===== src/rtl/tx_pkg.sv =====
package tx_pkg;

  typedef struct packed {
    logic [1:0] len_sel;
    logic       stop_long;
    logic       par_off;
    logic       par_even;
  } tx_cfg_t;

  localparam tx_cfg_t CFG_RESET = '{len_sel: 2'b11, stop_long: 1'b0,
                                    par_off: 1'b1, par_even: 1'b0};

  typedef enum logic [2:0] {
    ST_IDLE  = 3'd0,
    ST_START = 3'd1,
    ST_DATA  = 3'd2,
    ST_PAR   = 3'd3,
    ST_STOP  = 3'd4
  } tx_state_e;

endpackage


===== src/rtl/tx_cfg_reg.sv =====
module tx_cfg_reg
  import tx_pkg::*;
(
  input  logic    clk,
  input  logic    rst,
  input  logic    load,
  input  tx_cfg_t cfg_d,
  output tx_cfg_t cfg_q
);
  always_ff @(posedge clk) begin
    if (rst)       cfg_q <= CFG_RESET;
    else if (load) cfg_q <= cfg_d;
  end
endmodule


===== src/rtl/tx_hold_buf.sv =====
module tx_hold_buf #(
  parameter int DATA_W = 8
) (
  input  logic              clk,
  input  logic              rst,
  input  logic              wr,
  input  logic [DATA_W-1:0] din,
  input  logic              take,
  output logic [DATA_W-1:0] dout,
  output logic              empty
);
  always_ff @(posedge clk) begin
    if (rst) begin
      dout  <= '0;
      empty <= 1'b1;
    end else if (wr) begin
      dout  <= din;
      empty <= 1'b0;
    end else if (take) begin
      empty <= 1'b1;
    end
  end
endmodule


===== src/rtl/tx_bit_timer.sv =====
module tx_bit_timer #(
  parameter int CNT_W = 5
) (
  input  logic             clk,
  input  logic             rst,
  input  logic             run,
  input  logic [CNT_W-1:0] limit,
  output logic             last
);
  logic [CNT_W-1:0] cnt;

  assign last = run && (cnt == limit);

  always_ff @(posedge clk) begin
    if (rst || !run || last) cnt <= '0;
    else                     cnt <= cnt + 1'b1;
  end
endmodule


===== src/rtl/tx_shifter.sv =====
module tx_shifter
  import tx_pkg::*;
#(
  parameter int DATA_W = 8,
  parameter int OVS    = 16
) (
  input  logic              clk,
  input  logic              rst,
  input  tx_cfg_t           cfg,
  input  logic              hold_full,
  input  logic [DATA_W-1:0] hold_data,
  output logic              take,
  output logic              tx_out,
  output logic              shift_empty
);
  localparam int CNT_W   = $clog2(2 * OVS);
  localparam int LEN_W   = $clog2(DATA_W + 1);
  localparam int MIN_LEN = DATA_W - 3;

  tx_state_e         state;
  logic [DATA_W-1:0] shreg;
  logic [LEN_W-1:0]  bits_left;
  logic              par_en_q;
  logic              par_bit_q;
  logic [CNT_W-1:0]  stop_lim_q;
  logic [CNT_W-1:0]  limit;
  logic              last;

  logic [LEN_W-1:0]  nbits;
  logic [DATA_W-1:0] mask;
  logic [DATA_W-1:0] masked;
  logic [CNT_W-1:0]  stop_lim_d;

  assign nbits = LEN_W'(MIN_LEN) + LEN_W'(cfg.len_sel);

  for (genvar gi = 0; gi < DATA_W; gi++) begin : g_mask
    assign mask[gi] = (LEN_W'(gi) < nbits);
  end

  assign masked = hold_data & mask;

  always_comb begin
    if (!cfg.stop_long)          stop_lim_d = CNT_W'(OVS - 1);
    else if (nbits == LEN_W'(MIN_LEN)) stop_lim_d = CNT_W'(OVS + OVS / 2 - 1);
    else                         stop_lim_d = CNT_W'(2 * OVS - 1);
  end

  assign limit = (state == ST_STOP) ? stop_lim_q : CNT_W'(OVS - 1);
  assign take  = hold_full && ((state == ST_IDLE) || (state == ST_STOP && last));

  tx_bit_timer #(.CNT_W(CNT_W)) u_timer (
    .clk  (clk),
    .rst  (rst),
    .run  (state != ST_IDLE),
    .limit(limit),
    .last (last)
  );

  always_ff @(posedge clk) begin
    if (rst) begin
      state       <= ST_IDLE;
      shreg       <= '0;
      bits_left   <= '0;
      par_en_q    <= 1'b0;
      par_bit_q   <= 1'b0;
      stop_lim_q  <= '0;
      tx_out      <= 1'b1;
      shift_empty <= 1'b1;
    end else if (take) begin
      state       <= ST_START;
      shreg       <= masked;
      bits_left   <= nbits;
      par_en_q    <= !cfg.par_off;
      par_bit_q   <= (^masked) ^ ~cfg.par_even;
      stop_lim_q  <= stop_lim_d;
      tx_out      <= 1'b0;
      shift_empty <= 1'b0;
    end else if (last) begin
      unique case (state)
        ST_START, ST_DATA: begin
          if (bits_left != '0) begin
            state     <= ST_DATA;
            tx_out    <= shreg[0];
            shreg     <= shreg >> 1;
            bits_left <= bits_left - 1'b1;
          end else if (par_en_q) begin
            state  <= ST_PAR;
            tx_out <= par_bit_q;
          end else begin
            state  <= ST_STOP;
            tx_out <= 1'b1;
          end
        end
        ST_PAR: begin
          state  <= ST_STOP;
          tx_out <= 1'b1;
        end
        ST_STOP: begin
          state       <= ST_IDLE;
          tx_out      <= 1'b1;
          shift_empty <= 1'b1;
        end
        default: begin
          state <= ST_IDLE;
        end
      endcase
    end
  end
endmodule


===== src/rtl/serial_tx_engine.sv =====
module serial_tx_engine
  import tx_pkg::*;
#(
  parameter int DATA_W = 8,
  parameter int OVS    = 16
) (
  input  logic              clk,
  input  logic              rst,
  input  logic              cfg_load,
  input  logic [1:0]        cfg_len,
  input  logic              cfg_stop_long,
  input  logic              cfg_par_off,
  input  logic              cfg_par_even,
  input  logic              buf_wr,
  input  logic [DATA_W-1:0] buf_data,
  output logic              buf_empty,
  output logic              shift_empty,
  output logic              tx_out
);
  tx_cfg_t           cfg_d;
  tx_cfg_t           cfg_q;
  logic [DATA_W-1:0] hold_data;
  logic              take;

  assign cfg_d = '{len_sel: cfg_len, stop_long: cfg_stop_long,
                   par_off: cfg_par_off, par_even: cfg_par_even};

  tx_cfg_reg u_cfg (
    .clk  (clk),
    .rst  (rst),
    .load (cfg_load),
    .cfg_d(cfg_d),
    .cfg_q(cfg_q)
  );

  tx_hold_buf #(.DATA_W(DATA_W)) u_buf (
    .clk  (clk),
    .rst  (rst),
    .wr   (buf_wr),
    .din  (buf_data),
    .take (take),
    .dout (hold_data),
    .empty(buf_empty)
  );

  tx_shifter #(.DATA_W(DATA_W), .OVS(OVS)) u_shift (
    .clk        (clk),
    .rst        (rst),
    .cfg        (cfg_q),
    .hold_full  (!buf_empty),
    .hold_data  (hold_data),
    .take       (take),
    .tx_out     (tx_out),
    .shift_empty(shift_empty)
  );
endmodule


===== config.mk =====
export PLATFORM = sky130hd
export DESIGN_NAME = serial_tx_engine
export DESIGN_NICKNAME = d
export VERILOG_FILES = /design/src/rtl/tx_pkg.sv /design/src/rtl/tx_cfg_reg.sv /design/src/rtl/tx_hold_buf.sv /design/src/rtl/tx_bit_timer.sv /design/src/rtl/tx_shifter.sv /design/src/rtl/serial_tx_engine.sv
export SDC_FILE = /design/constraint.sdc
export NUM_CORES = 1
export LEC_CHECK = 0
export BUFFER_PORTS_ARGS = -buffer_cell sky130_fd_sc_hd__clkbuf_2
export CAP_MARGIN = 10
export CORE_MARGIN = 8
export CORE_UTILIZATION = 30
export CTS_BUF_LIST = sky130_fd_sc_hd__clkbuf_2 sky130_fd_sc_hd__clkbuf_4 sky130_fd_sc_hd__clkbuf_8
export CTS_CLUSTER_DIAMETER = 50
export DETAILED_ROUTE_END_ITERATION = 8
export MAX_ROUTING_LAYER = met4
export SYNTH_ARGS = -nofsm -noshare
export SYNTH_HDL_FRONTEND = slang
export SYNTH_SLANG_ARGS = --single-unit

===== constraint.sdc =====
create_clock -name clk -period 2.21 [get_ports clk]
set_input_delay 0.3315 -clock clk [delete_from_list [all_inputs] [get_ports clk]]
set_output_delay 0.3315 -clock clk [all_outputs]
set_load 0.05 [all_outputs]

# --- Word level (Yosys, flattened, before mapping) ---
# Index checks and enable logic that the tools add are counted.
word_totals:
  elab_cells: 87
  ramBits: 0
  latch_bits: 0
  out_inout_bits: 3
  inputBits: 17
  rom_bits: 0
  mem_count: 0
  register_bits: 43
classes:
  mux: 26
  mul: 0
  n_bitwise: 3
  order_cmp: 8
  n_addsub: 3
  shifts: 0
  eq_ne: 6
  n_div: 0
  reduce_logical: 25
ops:
  columns: ["cell", "n"]
  rows:
  - ["2-to-1 mux 8 bit", 4]
  - ["2-to-1 mux 4 bit", 5]
  - ["less-than comparator 3 x 4 -> 1 bit, first input constant", 4]
  - ["2-to-1 mux 1 bit", 11]
  - ["2-to-1 mux 5 bit", 2]
  - ["nonzero test 2 bit", 5]
  - ["bitwise AND 8 bit", 1]
  - ["less-than comparator 1 x 4 -> 1 bit, first input constant", 2]
  - ["less-than comparator 2 x 4 -> 1 bit, first input constant", 2]
  - ["XOR reduction 8 bit", 1]
  - ["== test 3 x 2 -> 1 bit, second input constant", 2]
  - ["2-to-1 mux 3 bit", 2]
  - ["one-hot mux 3 bit (2 select lines)", 1]
  - ["nonzero test 3 bit", 2]
  - ["OR reduction 2 bit", 3]
  - ["adder 5 x 1 -> 5 bit, second input constant", 1]
  - ["== test 5 bit", 1]
  - ["adder 3 x 2 -> 4 bit, first input constant", 1]
  - ["== test 4 x 3 -> 1 bit, second input constant", 1]
  - ["AND reduction 2 bit", 2]
  - ["nonzero test 4 bit", 1]
  - ["subtractor 4 x 1 -> 4 bit, second input constant", 1]
  - ["== test 3 x 1 -> 1 bit, second input constant", 1]
  - ["== test 3 bit, second input constant", 1]
  - ["8 further kinds", 14]

# --- Logic depth before layout (Yosys ltp) ---
depth:
  ltp_word: 9
  ltp_mapped: 8
  mapped_depth_nobuf: 8

# --- Hierarchy ---
# A second synthesis with hierarchy kept.
hier_totals:
  hier_cells: 218
  area_unflattened_um2: 2058.2
modules_own_cells:
  columns: ["module", "area_each_um2", "cells_per_inst", "seq_area_each_um2", "n_inst"]
  rows:
  - ["tx_shifter", 1282.5, 145, 440.4, 1]
  - ["tx_hold_buf", 317.8, 29, 180.2, 1]
  - ["tx_bit_timer", 270.3, 27, 100.1, 1]
  - ["tx_cfg_reg", 183.9, 16, 100.1, 1]
  - ["serial_tx_engine", 3.8, 1, 0.0, 1]

# --- Worst setup path before layout ---
# No wires, ideal clock.
synth_timing:
  path_kind: "register to register"
  startpoint: "reg u_shift.state[0]"
  endpoint: "reg u_shift.shreg[3]"
  t_arrival_ps: 1848
  stages_incl_launch_ff: 9
  setup_time_ps: 136
  path_buffers: 2
  slack_ps: 226
  required_time_ps: 2074
  synth_period_minus_slack_ps: 1984
  path_cell_list: "dfxtp_1 > buf_6 > or4_4 > a2bb2oi_4 > a41oi_4 > or2_1 > buf_2 > nor2_1 > a211oi_2"
synth_between:
  elab_chain_cells: 9
  word_cells_on_any_way: 17
  cone_classes: "eq/ne: 4; mux: 2; reduce/logical: 11"
synth_lines:
  columns: ["element", "line_no", "source"]
  rows:
  - ["from (decl)", "tx_shifter.sv:20", "tx_state_e state;"]
  - ["from (signal assigned)", "tx_shifter.sv:61", "state <= ST_IDLE;"]
  - ["from (signal assigned)", "tx_shifter.sv:70", "state <= ST_START;"]
  - ["from (signal assigned)", "tx_shifter.sv:82", "state <= ST_DATA;"]
  - ["== test 3 bit", "tx_shifter.sv:48, tx_shifter.sv:49", null]
  - ["2-to-1 mux 5 bit", "tx_shifter.sv:48", "assign limit = (state == ST_STOP) ? stop_lim_q : CNT_W'(OVS - 1);"]
  - ["== test 5 bit", "tx_bit_timer.sv:12", "assign last = run && (cnt == limit);"]
  - ["logical AND 1 bit", "tx_bit_timer.sv:12", null]
  - ["logical AND 1 bit", "tx_shifter.sv:49", "assign take = hold_full && ((state == ST_IDLE) || (state == ST_STOP && last));"]
  - ["logical OR 1 bit", "tx_shifter.sv:49", null]
  - ["logical AND 1 bit", "tx_shifter.sv:49", null]
  - ["nonzero test 2 bit (no source line)", null, null]
  - ["AND reduction 3 bit (no source line)", null, null]
  - ["to (signal assigned)", "tx_shifter.sv:71", "shreg <= masked;"]
  - ["to (signal assigned)", "tx_shifter.sv:84", "shreg <= shreg >> 1;"]
  - ["to (decl)", "tx_shifter.sv:21", "logic [DATA_W-1:0] shreg;"]
# Several ways; a longest one is shown, not always the timed one.
# A chain may end at the register's enable or synchronous reset.

# --- Worst setup path after layout ---
layout_timing:
  startpoint: "reg u_shift.state[1]"
  endpoint: "reg u_shift.shreg[0]"
# The elaborated chain is that of the path after synthesis.

==> impl_metrics.env <==
export IMPL_required_ps=2380
export IMPL_power_total_mw=1.582
export IMPL_final_util_pct=35.41
export IMPL_synthCells=227
export IMPL_cp_start_kind="flip-flop"
export IMPL_grt_setup_unrepaired="no"
export IMPL_routed_wl_mm=4.394
export IMPL_htree_levels=2
export IMPL_drtIter0Drc=209
export IMPL_critPathArrivalTime_ps=2280
export IMPL_crit_buf_inv=0
export IMPL_rows=30
export IMPL_hold_violations=0
export IMPL_max_cap_viol_count=0
export IMPL_yosysSeqAreaShare_pct=40.32
export IMPL_cts_resized=0
export IMPL_p_clk_share_pct=30.9
export IMPL_max_freq_mhz=473.5
export IMPL_async_reset_ff_share_pct=0
export IMPL_status="finished, final reports clean"
export IMPL_post_cts_buffers=0
export IMPL_io_pins=20
export IMPL_initial_utilization_pct=30.47
export IMPL_p_int_mw=1.129
export IMPL_seqPwrFrac_pct=51.7
export IMPL_fill_cells=676
export IMPL_worst_slew_pin_slew_ps=407.0
export IMPL_drv_slew=0
export IMPL_powerDensity_mw_per_mm2=668.7
export IMPL_clockRootBuffer="clkbuf_8"
export IMPL_syn_area_mm2=0.002036
export IMPL_crit_type="reg2reg"
export IMPL_fin_ws_ps=98.19
export IMPL_synthDistinctLibCells=43
export IMPL_irDropWorstVdd_v=0.0003849
export IMPL_route_detailed_drc=0
export IMPL_yosysWarnings=0
export IMPL_antenna_cells=0
export IMPL_wl_per_cell_um=13.08
export IMPL_cts_tree="done"
export IMPL_cp_slowest_cell="or3b_2"
export IMPL_cpLargestDelayFamily="simple AND/OR/NAND/NOR gates"
export IMPL_final_common_cell="dfxtp_1"
export IMPL_fin_nets=278
export IMPL_rrSetupSlack_ps=100
export IMPL_maxSlewHeadroom_pct=72.87
export IMPL_crit_path_max_fanout=12
export IMPL_cts_inserted_buffers=5
export IMPL_fp_dieArea_mm2=0.009678
export IMPL_path_cells="or3b_2 > o21ai_2 > nand4_2 > or2_1 > a21oi_1 > a211oi_1"
export IMPL_ys_ff_latch=41
export IMPL_track_usage_pct=9.388
export IMPL_synth_edf_count=0
export IMPL_synthFlopType="dfxtp_1"
export IMPL_vias_per_cell=5.018
export IMPL_grt_pass1_vias=1552
export IMPL_clk_pin_slew_ps=80
export IMPL_hold_path_startpoint="cfg_len[0]"
export IMPL_drive_gt1_share_pct=22.27
export IMPL_via_count=1686
export IMPL_fin_crit_sh_pct=95.56
export IMPL_drt_first_pass_iters=4
export IMPL_gp_congestion=0.8810
export IMPL_antenna_found_initial=0
export IMPL_skew_ps=11.03
export IMPL_syn_to_final_growth_pct=16.23
export IMPL_p_sw_share_pct=28.63
export IMPL_p_leak_nw=0.9187
export IMPL_portBuffers=19
export IMPL_cts_sink_count=41
export IMPL_place_ws_ps=144.7
export IMPL_mostFrequentLayoutCells="dfxtp_1, nor2_1, clkbuf_2"
export IMPL_hold_path_class="in2reg"
export IMPL_syn_nets=250
export IMPL_clk_path_buf_depth=2
export IMPL_p_sw_mw=0.4530
export IMPL_coreArea_mm2=0.006681
export IMPL_setup_viol=0
export IMPL_die_x_um=98.38
export IMPL_layout_min_cycle_time_ps=2112
export IMPL_hpwl_mm=3.150
export IMPL_clk_latency_ps=300
export IMPL_worstReg2RegStart="u_shift.state[1]"
export IMPL_grt_max_degree=21
export IMPL_gr_total_overflow=0
export IMPL_avgSynthCellArea_um2=8.968
export IMPL_finalSetupTns_ps=0
export IMPL_drtAntennaViolNets=0
export IMPL_grt_pass1_wl_mm=7.272
export IMPL_crit_start="u_shift.state[1]"
export IMPL_pwr_share_comb_pct=17.5
export IMPL_cts_hold_buf=0
export IMPL_cp_slowest_stage_delay_ps=520
export IMPL_end_kind="flip-flop"
export IMPL_die_h_um=98.38
-- sequential cells by signal, indices dropped and copies added (netlist names) --
register / cells
u_buf.dout: 8
u_buf.empty: 1
u_cfg.cfg_q: 5
u_shift.bits_left: 4
u_shift.par_bit_q: 1
u_shift.par_en_q: 1
u_shift.shift_empty: 1
u_shift.shreg: 8
u_shift.state: 3
u_shift.stop_lim_q: 3
u_shift.tx_out: 1
u_shift.u_timer.cnt: 5
-- final cells by class --
type	count	area [um2]	share of cell area, %
well taps	80	100.1	4.231
inverters	8	30.03	1.269
multi-input cells	166	1116	47.17
flip-flops and latches	41	820.8	34.69
clock inverters	3	17.52	0.7403
clock buffers	5	68.82	2.909
repair buffers	33	212.7	8.990
-- worst min-delay path, cell delays in order --
cell and delay (ps):
clkbuf_2 80, nand2_1 40, o211ai_1 60
-- metrics by stage --
stage,instance area (um2),hold WS [ps],instances
after floorplan,2036,428.9,227
after global placement,2277,442.9,328
after detailed placement,2277,452.4,328
after CTS,2364,243.9,336
after global routing,2366,263.4,336
final,2366,244.2,336
-- synthesized netlist by cell type, drive strengths merged, types with 4 or more instances --
cell type | count | area, um2
nor2b | 5 | 31.28
nor2 | 32 | 138.9
a21oi | 18 | 90.09
nand3 | 9 | 45.04
ha | 6 | 75.07
xnor2 | 9 | 78.83
or2 | 4 | 25.02
buf | 10 | 63.80
nor3 | 7 | 35.03
a211oi | 7 | 67.57
nand2 | 18 | 67.56
o21ai | 9 | 48.80
inv | 8 | 30.03
dfxtp | 41 | 820.8
mux2i | 13 | 130.1
-- worst paths after layout --
path	cells after the start	end
worst max-delay path	6	u_shift.shreg[0]
worst min-delay path	3	u_cfg.cfg_q[3]
worst max register to register	6	u_shift.shreg[0]
worst min register to register	1	u_shift.par_en_q
-- cells by family (layout without fill, tap and decap cells) --
| group | count (synthesis) | after routing | synth area share [%] |
|---|---|---|---|
| simple gates | 87 | 87 | 21.57 |
| compound gates | 49 | 49 | 18.32 |
| flops | 41 | 41 | 40.32 |
| buf+inv | 20 | 49 | 4.978 |
| mux | 13 | 13 | 6.392 |
| xor+xnor | 11 | 11 | 4.733 |
| fa+ha+maj | 6 | 6 | 3.688 |
-- power groups by stage --
stage	Combinational (mW)	Sequential, mW	Clock (mW)
final	0.277	0.817	0.488
after global routing	0.303	0.823	0.532
after CTS	0.277	0.817	0.500
after detailed placement	0.274	0.833	0
after global placement	0.273	0.833	0
after floorplan	0.193	0.838	0
-- metal layers --
metal	GRT usage [%]	part of all wire (%)	vias up
li1	-	-	852
met1	11.59	50	789
met2	14.23	44	35
met3	1.280	2.8	10
met4	5.667	2.5	0
met5	-	0	-
Power figures use the tool's default switching activity.
